### config.mk
export PLATFORM = sky130hd
export DESIGN_NAME = i2c_line_ctrl
export DESIGN_NICKNAME = d
export VERILOG_FILES = /design/src/rtl/i2c_lc_pkg.sv /design/src/rtl/i2c_lc_sync.sv /design/src/rtl/i2c_lc_busdet.sv /design/src/rtl/i2c_lc_ctrlreg.sv /design/src/rtl/i2c_line_ctrl.sv
export SDC_FILE = /design/constraint.sdc
export NUM_CORES = 1
export LEC_CHECK = 0
export ABC_AREA = 0
export BUFFER_PORTS_ARGS = -buffer_cell sky130_fd_sc_hd__buf_4
export CAP_MARGIN = 10
export CORE_AREA = 2 2 39 41
export DETAILED_ROUTE_END_ITERATION = 8
export DIE_AREA = 0 0 41 43
export PLACE_DENSITY = 0.65
export SYNTH_ARGS = -nofsm -noshare
export SYNTH_HDL_FRONTEND = slang
export SYNTH_HIERARCHICAL = 1
export SYNTH_SLANG_ARGS = --single-unit
### constraint.sdc
create_clock -name clk -period 1.3 [get_ports clk]
set_clock_uncertainty 0.05 [all_clocks]
set_input_delay 0 -clock clk [delete_from_list [all_inputs] [get_ports clk]]
set_output_delay 0 -clock clk [all_outputs]
set_load 0.005 [all_outputs]
### src/rtl/i2c_lc_pkg.sv
package i2c_lc_pkg;
    localparam int REG_W    = 8;
    localparam int B_EN     = 7;
    localparam int B_RST    = 6;
    localparam int B_RSVD   = 5;
    localparam int B_GUARD  = 4;
    localparam int B_SCLLVL = 3;
    localparam int B_SDALVL = 2;
    localparam int B_SCLIN  = 1;
    localparam int B_SDAIN  = 0;

    typedef struct packed {
        logic en;
        logic rst;
        logic scl_lvl;
        logic sda_lvl;
    } lc_reg_t;

    typedef struct packed {
        logic busy;
        logic sda_prev;
    } busdet_t;
endpackage

### src/rtl/i2c_lc_sync.sv
module i2c_lc_sync #(
    parameter int       STAGES  = 2,
    parameter int       W       = 2,
    parameter logic [W-1:0] RST_VAL = '1
) (
    input  logic         clk,
    input  logic         rst_n,
    input  logic [W-1:0] din,
    output logic [W-1:0] dout
);
    logic [W-1:0] stage_d [STAGES];
    logic [W-1:0] stage_q [STAGES];

    always_comb begin
        stage_d[0] = din;
    end

    for (genvar i = 1; i < STAGES; i++) begin : g_chain
        always_comb begin
            stage_d[i] = stage_q[i-1];
        end
    end

    for (genvar i = 0; i < STAGES; i++) begin : g_regs
        always_ff @(posedge clk or negedge rst_n) begin
            if (!rst_n) stage_q[i] <= RST_VAL;
            else        stage_q[i] <= stage_d[i];
        end
    end

    assign dout = stage_q[STAGES-1];
endmodule

### src/rtl/i2c_lc_busdet.sv
module i2c_lc_busdet
    import i2c_lc_pkg::*;
(
    input  logic clk,
    input  logic rst_n,
    input  logic hold,
    input  logic scl_s,
    input  logic sda_s,
    output logic busy
);
    busdet_t st_d, st_q;
    logic    start_ev, stop_ev;

    always_comb begin
        start_ev = scl_s && st_q.sda_prev && !sda_s;
        stop_ev  = scl_s && !st_q.sda_prev && sda_s;
        st_d          = st_q;
        st_d.sda_prev = sda_s;
        if (hold)          st_d.busy = 1'b0;
        else if (start_ev) st_d.busy = 1'b1;
        else if (stop_ev)  st_d.busy = 1'b0;
    end

    always_ff @(posedge clk or negedge rst_n) begin
        if (!rst_n) st_q <= '{busy: 1'b0, sda_prev: 1'b1};
        else        st_q <= st_d;
    end

    assign busy = st_q.busy;

    // internal reset clears the flag on the next edge
    a_r6_hold_clears: assert property (@(posedge clk) disable iff (!rst_n)
        hold |=> !busy);
    // the flag only rises after a start pattern on the synchronized lines
    a_r8_rise_on_start: assert property (@(posedge clk) disable iff (!rst_n)
        !busy ##1 busy |-> $past(scl_s) && !$past(sda_s));
endmodule

### src/rtl/i2c_lc_ctrlreg.sv
module i2c_lc_ctrlreg
    import i2c_lc_pkg::*;
(
    input  logic             clk,
    input  logic             rst_n,
    input  logic             wr_en,
    input  logic [REG_W-1:0] wr_data,
    output lc_reg_t          cfg
);
    lc_reg_t cfg_d, cfg_q;
    logic    en_req;
    logic    unused_rsvd;

    assign unused_rsvd = wr_data[B_RSVD] ^ wr_data[B_SCLIN] ^ wr_data[B_SDAIN];

    always_comb begin
        cfg_d  = cfg_q;
        en_req = wr_data[B_EN];
        if (wr_en) begin
            cfg_d.rst = wr_data[B_RST];
            cfg_d.en  = en_req && (cfg_q.en || cfg_q.rst);
            if (!wr_data[B_GUARD]) begin
                cfg_d.scl_lvl = wr_data[B_SCLLVL];
                cfg_d.sda_lvl = wr_data[B_SDALVL];
            end
        end
    end

    always_ff @(posedge clk or negedge rst_n) begin
        if (!rst_n) cfg_q <= '{en: 1'b0, rst: 1'b0, scl_lvl: 1'b1, sda_lvl: 1'b1};
        else        cfg_q <= cfg_d;
    end

    assign cfg = cfg_q;

    // enable only rises when internal reset was already set
    a_r3_enable_order: assert property (@(posedge clk) disable iff (!rst_n)
        !cfg_q.en ##1 cfg_q.en |-> $past(cfg_q.rst));
    // a guarded write leaves the level bits alone
    a_r2_guard_holds: assert property (@(posedge clk) disable iff (!rst_n)
        (wr_en && wr_data[B_GUARD]) |=>
            (cfg_q.scl_lvl == $past(cfg_q.scl_lvl)) && (cfg_q.sda_lvl == $past(cfg_q.sda_lvl)));
    // no enable change without a write
    a_r3_no_spont: assert property (@(posedge clk) disable iff (!rst_n)
        !wr_en |=> $stable(cfg_q.en));
endmodule

### src/rtl/i2c_line_ctrl.sv
module i2c_line_ctrl
    import i2c_lc_pkg::*;
#(
    parameter int SYNC_STAGES = 2
) (
    input  logic             clk,
    input  logic             rst_n,
    input  logic             wr_en,
    input  logic [REG_W-1:0] wr_data,
    output logic [REG_W-1:0] rd_data,
    input  logic             scl_pad_i,
    input  logic             sda_pad_i,
    input  logic             eng_scl_pull_i,
    input  logic             eng_sda_pull_i,
    output logic             scl_pull_o,
    output logic             sda_pull_o,
    output logic             scl_line_o,
    output logic             sda_line_o,
    output logic             bus_busy_o,
    output logic             core_rst_o
);
    localparam int LINES = 2;

    lc_reg_t          cfg;
    logic [LINES-1:0] line_s;
    logic             eng_ok;

    i2c_lc_ctrlreg u_reg (
        .clk     (clk),
        .rst_n   (rst_n),
        .wr_en   (wr_en),
        .wr_data (wr_data),
        .cfg     (cfg)
    );

    i2c_lc_sync #(
        .STAGES  (SYNC_STAGES),
        .W       (LINES),
        .RST_VAL ('1)
    ) u_sync (
        .clk   (clk),
        .rst_n (rst_n),
        .din   ({scl_pad_i, sda_pad_i}),
        .dout  (line_s)
    );

    i2c_lc_busdet u_busdet (
        .clk   (clk),
        .rst_n (rst_n),
        .hold  (cfg.rst),
        .scl_s (line_s[1]),
        .sda_s (line_s[0]),
        .busy  (bus_busy_o)
    );

    always_comb begin
        eng_ok     = !cfg.rst;
        scl_pull_o = cfg.en && (!cfg.scl_lvl || (eng_ok && eng_scl_pull_i));
        sda_pull_o = cfg.en && (!cfg.sda_lvl || (eng_ok && eng_sda_pull_i));
        rd_data          = '0;
        rd_data[B_EN]     = cfg.en;
        rd_data[B_RST]    = cfg.rst;
        rd_data[B_RSVD]   = 1'b0;
        rd_data[B_GUARD]  = 1'b1;
        rd_data[B_SCLLVL] = cfg.scl_lvl;
        rd_data[B_SDALVL] = cfg.sda_lvl;
        rd_data[B_SCLIN]  = line_s[1];
        rd_data[B_SDAIN]  = line_s[0];
    end

    assign scl_line_o = line_s[1];
    assign sda_line_o = line_s[0];
    assign core_rst_o = cfg.rst;

    // no pad pull while disabled
    a_r4_off_no_pull: assert property (@(posedge clk) disable iff (!rst_n)
        !rd_data[B_EN] |-> !scl_pull_o && !sda_pull_o);
    // engine requests are masked during internal reset
    a_r6_eng_masked: assert property (@(posedge clk) disable iff (!rst_n)
        (core_rst_o && rd_data[B_SCLLVL]) |-> !scl_pull_o);
endmodule

==> results of run 1 <==
## path summary, 6_finish.rpt
path,from,end,slack (ns),depth (start not counted)
max,u_reg/cfg[2]$_DFFE_PN0P_,scl_pull_o,0.08,3
min,wr_data[4],u_reg/cfg[1]$_DFFE_PN1P_,0.02,3
max reg2reg,u_sync/dout[1]$_DFF_PN1_,u_busdet/busy$_DFFE_PN0P_,0.32,2
min reg2reg,u_sync/stage_d[0]$_DFF_PN1_,u_sync/dout[0]$_DFF_PN1_,0.30,0
max in group asynchronous,rst_n,u_reg/cfg[0]$_DFFE_PN1P_,0.92,2
min in group asynchronous,rst_n,u_busdet/busy$_DFFE_PN0P_,0.06,2
## worst max-delay path, stage by stage, from the launching register on
cell      delay, ns
dfrtp_1        0.46
nand2b_1       0.18
a21boi_1       0.14
buf_4          0.12
## cell type report
| type | count | area share [%] |
|---|---|---|
| clock buffers | 4 | 5.11 |
| inverters | 2 | 1.06 |
| multi-input cells | 16 | 18.9 |
| flip-flops and latches | 10 | 36.5 |
| well taps | 16 | 2.82 |
| repair buffers | 31 | 35.6 |
## routing by layer
layer	vias up	global-route usage (%)
met3	2	4.71
met2	10	16.3
met5	-	0
li1	162	-
met1	151	14.2
met4	0	10.0
## sequential cells by signal, indices dropped and copies added (netlist names)
register,cells
u_busdet/busy,1
u_busdet/st_q,1
u_reg/cfg,4
u_sync/dout,2
u_sync/stage_d,2
## per-stage QoR
step           power [mW]  setup slack [ns]  cell area [um^2]  utilization (%)
5_1_grt             0.878           0.00464               709             51.3
2_1_floorplan       0.446             0.360               438                -
3_5_place_dp        0.534             0.321               593             42.9
4_1_cts             0.843            0.0588               709             51.3
6_report            0.823            0.0838               709             51.3
3_3_place_gp        0.531             0.343               593             42.9
## cell families (layout without fill, tap and decap cells)
kind of cell,count (synthesis),after routing
AOI/OAI and AO/OA,6,6
buffers and inverters,7,37
DFF,10,10
muxes,3,3
other,2,2
and+or+nand+nor,5,5
## timing repair
item                       in CTS  in global routing
hold buffers                    8                  0
setup endpoints to repair       0                  0
gates resized for setup         0                  0
setup buffers                   0                  0
hold endpoints to repair       16                  0
## power by group
group	switching (mW)	leakage, nW	internal [mW]
combinational	0.0522	0.206	0.117
clock	0.105	0.0210	0.170
sequential	0.0260	0.111	0.353
## cell usage in the layout, fill, tap and decap left out, drive strengths merged
master / Yosys / layout
or2: 1 / 1
a21oi: 3 / 3
clkbuf: 0 / 4
dfrtp: 3 / 3
dlygate4sd3: 0 / 8
nand2b: 2 / 2
nor2b: 2 / 2
o32ai: 1 / 1
mux2: 3 / 3
buf: 5 / 23
conb: 2 / 2
inv: 2 / 2
dfstp: 7 / 7
a21boi: 2 / 2
==> metrics.md, run 1 <==
| Metric | Value |
|---|---|
| Final Cycle Share | `93.6%` |
| Setup violators final | `0` |
| Routed met3 length | `50 um` |
| Pwr dens | `1160 nW/um^2` |
| Req. time, crit path | `1.25 ns` |
| First-pass GRT wire length | `1340 um` |
| Post-synth EDFFs | `0` |
| Commonest cells in the synthesized netlist | `7 x dfstp_2, 5 x buf_4, 3 x a21oi_1, 3 x dfrtp_1` |
| Final hold vios | `0` |
| DIE AREA | `1760 um^2` |
| GRT Overall Usage | `12.0%` |
| CTS Buf Count | `3` |
| Synth warn | `6` |
| Initial drt markers | `1` |
| Max IR drop VDD | `0.649 mV` |
| Multi-input gate area | `134 um^2` |
| Area leader, netlist | `dfstp_2` |
| Mapped Area | `438 um^2` |
| Post-Synth XOR/XNOR Area | `0%` |
| Max Root-Sink Buffers | `2` |
| CTS tree | `yes` |
| Synth top area share | `42.0%` |
| Clk sinks | `10` |
| Mapped Cells | `33` |
| Post-Route M1 WL | `315 um` |
| Die Y | `43 um` |
| Synthesized area per cell | `13.3 um^2` |
| Drt wl/cell | `10.6 um` |
| Static leakage | `0.338 nW` |
| Hpwl dp | `567 um` |
| Netlist cell types | `14` |
| Main combinational cell family by area after synthesis | `compound AO/OA/AOI/OAI gates` |
| Critical-path maximum fanout | `8` |
| Final Net Count | `79` |
| Met2 wire len | `467 um` |
| Max-cap viol count | `0` |
| First-pass DRT Iterations | `2` |
| # IOs | `29` |
| Layout fillers | `125` |
| DR top layer | `met4` |
| GPL Wtd Cong | `0.637` |
| Compound-Gate Fraction of Synth Area | `10.6%` |
| Placement Rows | `14` |
| Worst setup EP type | `primary output` |
| Post-synth ARST share | `100%` |
| Synth top area cells | `dfstp_2 42%, dfrtp_1 17%, buf_4 8.6%, mux2_4 6.9%, o32ai_2 3.7%` |
| Status | `completed` |
| Root Buffer | `clkbuf_4` |
| Largest net degree at the start of global routing | `11` |
| H-tree Lvls | `1` |
| Min Tclk post-route | `1.22 ns` |
| RSZ-0062 raised after global routing | `false` |
| Vias | `325` |
| Seq/Total Area, Yosys | `59.1%` |
| Final std cells w/o fill | `79` |
| Ant diodes | `0` |
| Main synth FF type | `dfstp_2` |
| Peak Freq | `822 MHz` |
| Setup TNS | `0 ns` |
| Setup crit start kind | `flip-flop` |
| Core ar. | `1380 um^2` |
| Die W | `41 um` |
| Crit path kind | `reg -> out` |
| Simple-Gate Fraction of Synth Area | `8.86%` |
| Antenna-violating nets left | `0` |
| Antenna violations before repair | `0` |
| Most instantiated library cell after synthesis | `dfstp_2` |
| WHS | `0.0229 ns` |
| Slew Viols, Final | `0` |
| Worst-Skew Late Latency | `0.26 ns` |
| Drt total wl | `840 um` |
| Vias in the first global route | `316` |
| Share of cells above drive strength 1 | `61.9%` |
| CTS clock-pin slew for the worst setup and hold paths | `0.06 ns` |
| Port Buffers | `23` |
| Vias per inst | `4.11` |
| Syn Nets | `48` |
| Initial core utilization | `31.6%` |
| Sequential cell area | `259 um^2` |
| Synthesized-area fraction occupied by adder cells | `0%` |
| WP data arrival | `1.17 ns` |
| Hold Crit Class | `in -> reg` |
| Total gr overflow | `0` |
| Residual DRC count | `0` |
| Yosys reg bits | `10` |
| Inst Count DP | `67` |
| Area growth syn-to-layout | `62.0%` |
| Mux share of post-synthesis cell area | `9.43%` |
(Power assumes the default switching activity.)
==> run 2: changes to the inputs <==
--- a/config.mk
+++ b/config.mk
@@ -14,2 +14,3 @@
 export PLACE_DENSITY = 0.65
+export SETUP_SLACK_MARGIN = 0.15
 export SYNTH_ARGS = -nofsm -noshare
--- a/constraint.sdc
+++ b/constraint.sdc
@@ -4,2 +4,2 @@
 set_output_delay 0 -clock clk [all_outputs]
-set_load 0.005 [all_outputs]
+set_load 0.02 [all_outputs]
==> metrics.md, run 2 (synthesized netlist as in run 1, its figures left out) <==
| Metric | Value |
|---|---|
| Layout fillers | `133 (+6.4%)` |
| Min Tclk post-route | `1.14 ns (-0.0768 ns)` |
| CTS clock-pin slew for the worst setup and hold paths | `0.06 ns (about the same)` |
| Die W | `41 um (unchanged)` |
| Pwr dens | `1210 nW/um^2 (+4.3%)` |
| Largest register FFs | `4 (unchanged)` |
| # IOs | `29 (unchanged)` |
| DP Worst Slack | `0.325 ns (+0.00417 ns)` |
| CTS tree | `yes` |
| Drt total wl | `924 um (+10%)` |
| Static leakage | `0.354 nW (+4.7%)` |
| Initial drt markers | `0 (-1)` |
| First-pass GRT wire length | `1450 um (+8.3%)` |
| Sw Share | `26.8% (+4.5 points)` |
| Hpwl dp | `555 um (-2.0%)` |
| Vias | `338 (+4.0%)` |
| Final hold vios | `0 (unchanged)` |
| Internal power | `0.656 mW (+2.6%)` |
| Final Cycle Share | `87.6% (-5.9 points)` |
| GPL Wtd Cong | `0.636 (-0.24%)` |
| Most frequent cells in the layout | `24 x buf_4, 8 x dlygate4sd3_1, 7 x dfstp_2` |
| Max Root-Sink Buffers | `2 (unchanged)` |
| Multi-input gate area | `156 um^2 (+17%)` |
| Crit path kind | `reg -> out` |
| Worst-Skew Late Latency | `0.26 ns (about the same)` |
| RSZ-0062 raised after global routing | `true` |
| WP data arrival | `1.09 ns (-0.08 ns)` |
| Setup violators final | `0 (unchanged)` |
| Most Crowded Layer GR | `met2` |
| Setup crit start kind | `flip-flop` |
| Antenna violations before repair | `0 (unchanged)` |
| WHS | `0.0289 ns (+0.00600 ns)` |
| Clock share of power | `30.9% (-2.5 points)` |
| Peak Freq | `878 MHz (+6.7%)` |
| Layout Utilization | `53.5% (+2.3 points)` |
| Sequential cell area | `260 um^2 (+0.48%)` |
| Total gr overflow | `0 (unchanged)` |
| GR Util met2 | `19.1% (+2.8 points)` |
| Commonest non-fill, non-tap cell in the layout | `buf_4` |
| Port Buffers | `23 (unchanged)` |
| Critical-path maximum fanout | `4 (-4)` |
| Vias in the first global route | `330 (+4.4%)` |
| Comb pwr share | `27.0% (+6.5 points)` |
| Seq pwr share | `42.2% (-3.8 points)` |
| Placement Rows | `14 (unchanged)` |
| Vias per inst | `4.23 (+2.7%)` |
| Root Buffer | `clkbuf_4` |
| Drt wl/cell | `11.6 um (+8.6%)` |
| CTS Buf Count | `3 (unchanged)` |
| Area growth syn-to-layout | `69.1%` |
| First-pass DRT Iterations | `1 (-1)` |
| Hold Crit Class | `in -> reg` |
| Clk sinks | `10 (unchanged)` |
| Max IR drop VDD | `0.653 mV (+0.53%)` |
| Antenna-violating nets left | `0 (unchanged)` |
| H-tree Lvls | `1 (unchanged)` |
| Residual DRC count | `0 (unchanged)` |
| Met3 Use GR | `4.71% (unchanged)` |
| Largest net degree at the start of global routing | `11 (unchanged)` |
| Switch Pwr | `0.240 mW (+31%)` |
| Max-cap viol count | `0 (unchanged)` |
| Core ar. | `1380 um^2 (unchanged)` |
| Ant diodes | `0 (unchanged)` |
| Die Y | `43 um (unchanged)` |
| GRT Overall Usage | `13.1% (+1.0 points)` |
| Share of cells above drive strength 1 | `70.3% (+8.4 points)` |
| Status | `completed` |
| DIE AREA | `1760 um^2 (unchanged)` |
| Slew Viols, Final | `0 (unchanged)` |
| Final WS setup | `0.161 ns (+0.0768 ns)` |
| Worst setup EP type | `primary output` |
| Initial core utilization | `31.6% (unchanged)` |
| Req. time, crit path | `1.25 ns (about the same)` |
| Setup TNS | `0 ns (unchanged)` |
| Final Net Count | `80 (+1.3%)` |
| GRT met1 Usage | `14.6% (+0.34 points)` |
-- run 2: cell type report --
cell class,instances,share of cell area [%]
repair buffers,32,35.1
flip-flops and latches,10,35.1
inverters,2,1.01
multi-input cells,16,21.1
well taps,16,2.70
clock buffers,4,4.90
-- run 2: power by group through the flow --
stage / clock network, mW / registers (mW) / logic, mW
finish: 0.277 / 0.378 / 0.242
global route: 0.312 / 0.384 / 0.256
CTS: 0.294 / 0.377 / 0.240
detailed placement: 0 / 0.383 / 0.201
global placement: 0 / 0.383 / 0.199
floorplan: 0 / 0.408 / 0.0884
-- run 2: path summary, 6_finish.rpt --
path	depth (start not counted)	startpoint	to	slack, ns
max	3	u_reg/cfg[2]$_DFFE_PN0P_	scl_pull_o	0.16
min	3	wr_data[4]	u_reg/cfg[1]$_DFFE_PN1P_	0.03
max reg2reg	3	u_reg/cfg[2]$_DFFE_PN0P_	u_busdet/busy$_DFFE_PN0P_	0.27
min reg2reg	0	u_sync/stage_d[0]$_DFF_PN1_	u_sync/dout[0]$_DFF_PN1_	0.30
max in group asynchronous	2	rst_n	u_sync/stage_d[0]$_DFF_PN1_	0.93
min in group asynchronous	2	rst_n	u_reg/cfg[3]$_DFFE_PN0P_	0.05
-- run 2: stage by stage --
step	total power, mW	std cells	instance area [um^2]
floorplan	0.497	33	438
global placement	0.583	67	593
detailed placement	0.585	67	593
CTS	0.911	80	737
global route	0.951	80	741
finish	0.896	80	741
-- run 2: critical path, stage by stage, from the launching register on --
cell and delay [ns]:
dfrtp_2 0.43, nand2b_4 0.14, a21boi_2 0.11, buf_4 0.15
-- run 2: repair_timing --
item	4_1_cts	5_1_grt
resized for setup	4	1
endpoints found under the setup margin	2	2
buffers inserted	1	0
hold endpoints to repair	16	0
hold buffers	8	0
pin swaps	2	0
-- run 2: layer usage --
metal	wire length [um]	vias to the layer above
li1	-	161
met3	44	2
met5	0	-
met4	6	0
met2	520	10
met1	352	165
==> run 3: changes to the inputs <==
- BUFFER_PORTS_ARGS: -buffer_cell sky130_fd_sc_hd__buf_4 -> unset
- CTS_BUF_LIST: unset -> sky130_fd_sc_hd__clkbuf_16
- DONT_BUFFER_PORTS: unset -> 1
- PLACE_DENSITY: 0.65 -> unset
==> metrics.md, run 3 (synthesized netlist as in run 1, its figures left out) <==
| Metric | Value |
|---|---|
| Status | `completed` |
| CTS clock-pin slew for the worst setup and hold paths | `0.04 ns (-0.02 ns)` |
| # IOs | `29 (unchanged)` |
| Antenna-violating nets left | `0 (unchanged)` |
| Max-cap viol count | `0 (unchanged)` |
| Max Root-Sink Buffers | `2 (unchanged)` |
| Met2 wire len | `493 um (-5.2%)` |
| Critical-path maximum fanout | `8 (+4)` |
| GPL Wtd Cong | `0.685 (+7.8%)` |
| Post-Route M1 WL | `342 um (-2.8%)` |
| Ant diodes | `0 (unchanged)` |
| Final Net Count | `62 (-23%)` |
| Flop2flop setup slack | `0.31 ns (+0.04 ns)` |
| Final hold vios | `0 (unchanged)` |
| Crit path kind | `reg -> out` |
| Worst-Skew Late Latency | `0.23 ns (-0.03 ns)` |
| Commonest non-fill, non-tap cell in the layout | `dlygate4sd3_1` |
| Vias | `279 (-17%)` |
| Req. time, crit path | `1.25 ns (about the same)` |
| Die W | `41 um (unchanged)` |
| Slowest cell on crit path | `dfrtp_2` |
| Worst setup EP type | `primary output` |
| Share of cells above drive strength 1 | `54.3% (-16 points)` |
| DIE AREA | `1760 um^2 (unchanged)` |
| Routed met3 length | `31 um (-30%)` |
| Setup violators final | `0 (unchanged)` |
| Hold Crit Start | `wr_en` |
| Setup TNS | `0 ns (unchanged)` |
| Worst r2r src | `u_reg/cfg[2]$_DFFE_PN0P_` |
| Antenna violations before repair | `0 (unchanged)` |
| First-pass DRT Iterations | `2 (+1)` |
| Post-CTS Setup Bufs | `0 (-1)` |
| Root Buffer | `clkbuf_16` |
| CP Cell Sequence | `nand2b_4 -> a21boi_2 -> buf_4` |
| Drt wl/cell | `14.0 um (+21%)` |
| GRT Overall Usage | `12.9% (-0.18 points)` |
| Hold path depth | `2 (-1)` |
| Hold Crit Class | `in -> reg` |
| Largest register FFs | `4 (unchanged)` |
| Core ar. | `1380 um^2 (unchanged)` |
| R2R depth | `2 (-1)` |
| Min Tclk post-route | `1.21 ns (+0.0685 ns)` |
| CTS tree | `yes` |
| Most frequent cells in the layout | `9 x dlygate4sd3_1, 7 x dfstp_2, 5 x buf_4` |
| Final Cycle Share | `92.9% (+5.3 points)` |
| Placement Rows | `14 (unchanged)` |
| Pwr dens | `1680 nW/um^2 (+39%)` |
| Port Buffers | `0 (-100%)` |
| Inst Count DP | `49 (-27%)` |
| Largest net degree at the start of global routing | `11 (unchanged)` |
| Critical path's largest stage delay | `0.49 ns (+0.06 ns)` |
| Setup crit start kind | `flip-flop` |
| CTS Buf Count | `3 (unchanged)` |
| Pwr Total | `1.09 mW (+22%)` |
| Total gr overflow | `0 (unchanged)` |
| Residual DRC count | `0 (unchanged)` |
| DR top layer | `met3` |
| R2r endpoint | `u_busdet/busy$_DFFE_PN0P_` |
| Layout Utilization | `47.0% (-6.5 points)` |
| Die Y | `43 um (unchanged)` |
| Critical path buffers and inverters | `1 (unchanged)` |
| Final std cells w/o fill | `62 (-23%)` |
| First-pass GRT wire length | `1400 um (-3.4%)` |
| Peak Freq | `828 MHz (-5.7%)` |
| H-tree Lvls | `1 (unchanged)` |
| RSZ-0062 raised after global routing | `true` |
| Initial core utilization | `31.6% (unchanged)` |
| Hpwl dp | `572 um (+3.0%)` |
| WP data arrival | `1.16 ns (+0.07 ns)` |
| Max IR drop VDD | `0.926 mV (+42%)` |
| Vias in the first global route | `290 (-12%)` |
| Drt total wl | `867 um (-6.2%)` |
| Slew Viols, Final | `0 (unchanged)` |
| Area growth syn-to-layout | `48.6%` |
| Vias per inst | `4.50 (+6.5%)` |
| Hold path endpoint | `u_reg/cfg[0]$_DFFE_PN1P_` |
| Static leakage | `0.288 nW (-19%)` |
| Initial drt markers | `5 (+5)` |
| Clk sinks | `10 (unchanged)` |
| CP top delay family | `flip-flops` |
-- run 3: changes by cell type in the layout (fill, tap and decap cells not counted), sizes merged --
cell,previous run,this run
clkbuf,4,3
buf,24,5
inv,2,3
dlygate4sd3,8,9
-- run 3: cell type report --
class,count,area [um^2]
fill,124,733
clock inverter,1,3.75
multi-input combinational,16,156
clock buffer,3,75.1
timing repair buffer,14,128
tap,16,20.0
inverter,2,7.51
sequential,10,260
-- run 3: stage by stage --
step	hold WS, ns	worst slack, ns	area [um^2]
floorplan	-0.346	0.220	438
global placement	-0.345	0.253	458
detailed placement	-0.345	0.209	458
CTS	0.0461	0.0848	651
global route	0.0433	0.0575	651
finish	0.0493	0.0921	651
-- run 3: timing repair --
item | CTS | global route
gates resized for setup | 5 | 0
pin swaps | 2 | 0
hold buffers | 9 | 0
hold endpoints to repair | 16 | 0
endpoints found under the setup margin | 2 | 2
-- run 3: metal layers --
metal | GRT usage, % | vias up
li1 | - | 126
met1 | 13.7 | 145
met2 | 19.4 | 8
met3 | 6.28 | 0
met4 | 8.00 | 0
met5 | 0 | -
-- run 3: where the power goes --
| group | total (mW) | internal [mW] | switching, mW |
|---|---|---|---|
| clock network | 0.528 | 0.401 | 0.127 |
| logic | 0.152 | 0.0821 | 0.0696 |
| registers | 0.411 | 0.355 | 0.0560 |
| total | 1.09 | 0.839 | 0.253 |
-- run 3: worst max path at each step --
stage	endpoint	from	slack, ns	cells after the start
finish	scl_pull_o	u_reg/cfg[2]$_DFFE_PN0P_	0.09	3
global route	sda_pull_o	u_reg/cfg[2]$_DFFE_PN0P_	0.06	3
CTS	scl_pull_o	u_reg/cfg[2]$_DFFE_PN0P_	0.08	3
detailed placement	sda_pull_o	u_reg/cfg[2]$_DFFE_PN0P_	0.21	3
global placement	sda_pull_o	u_reg/cfg[2]$_DFFE_PN0P_	0.25	3
floorplan	scl_pull_o	u_reg/cfg[2]$_DFFE_PN0P_	0.22	2
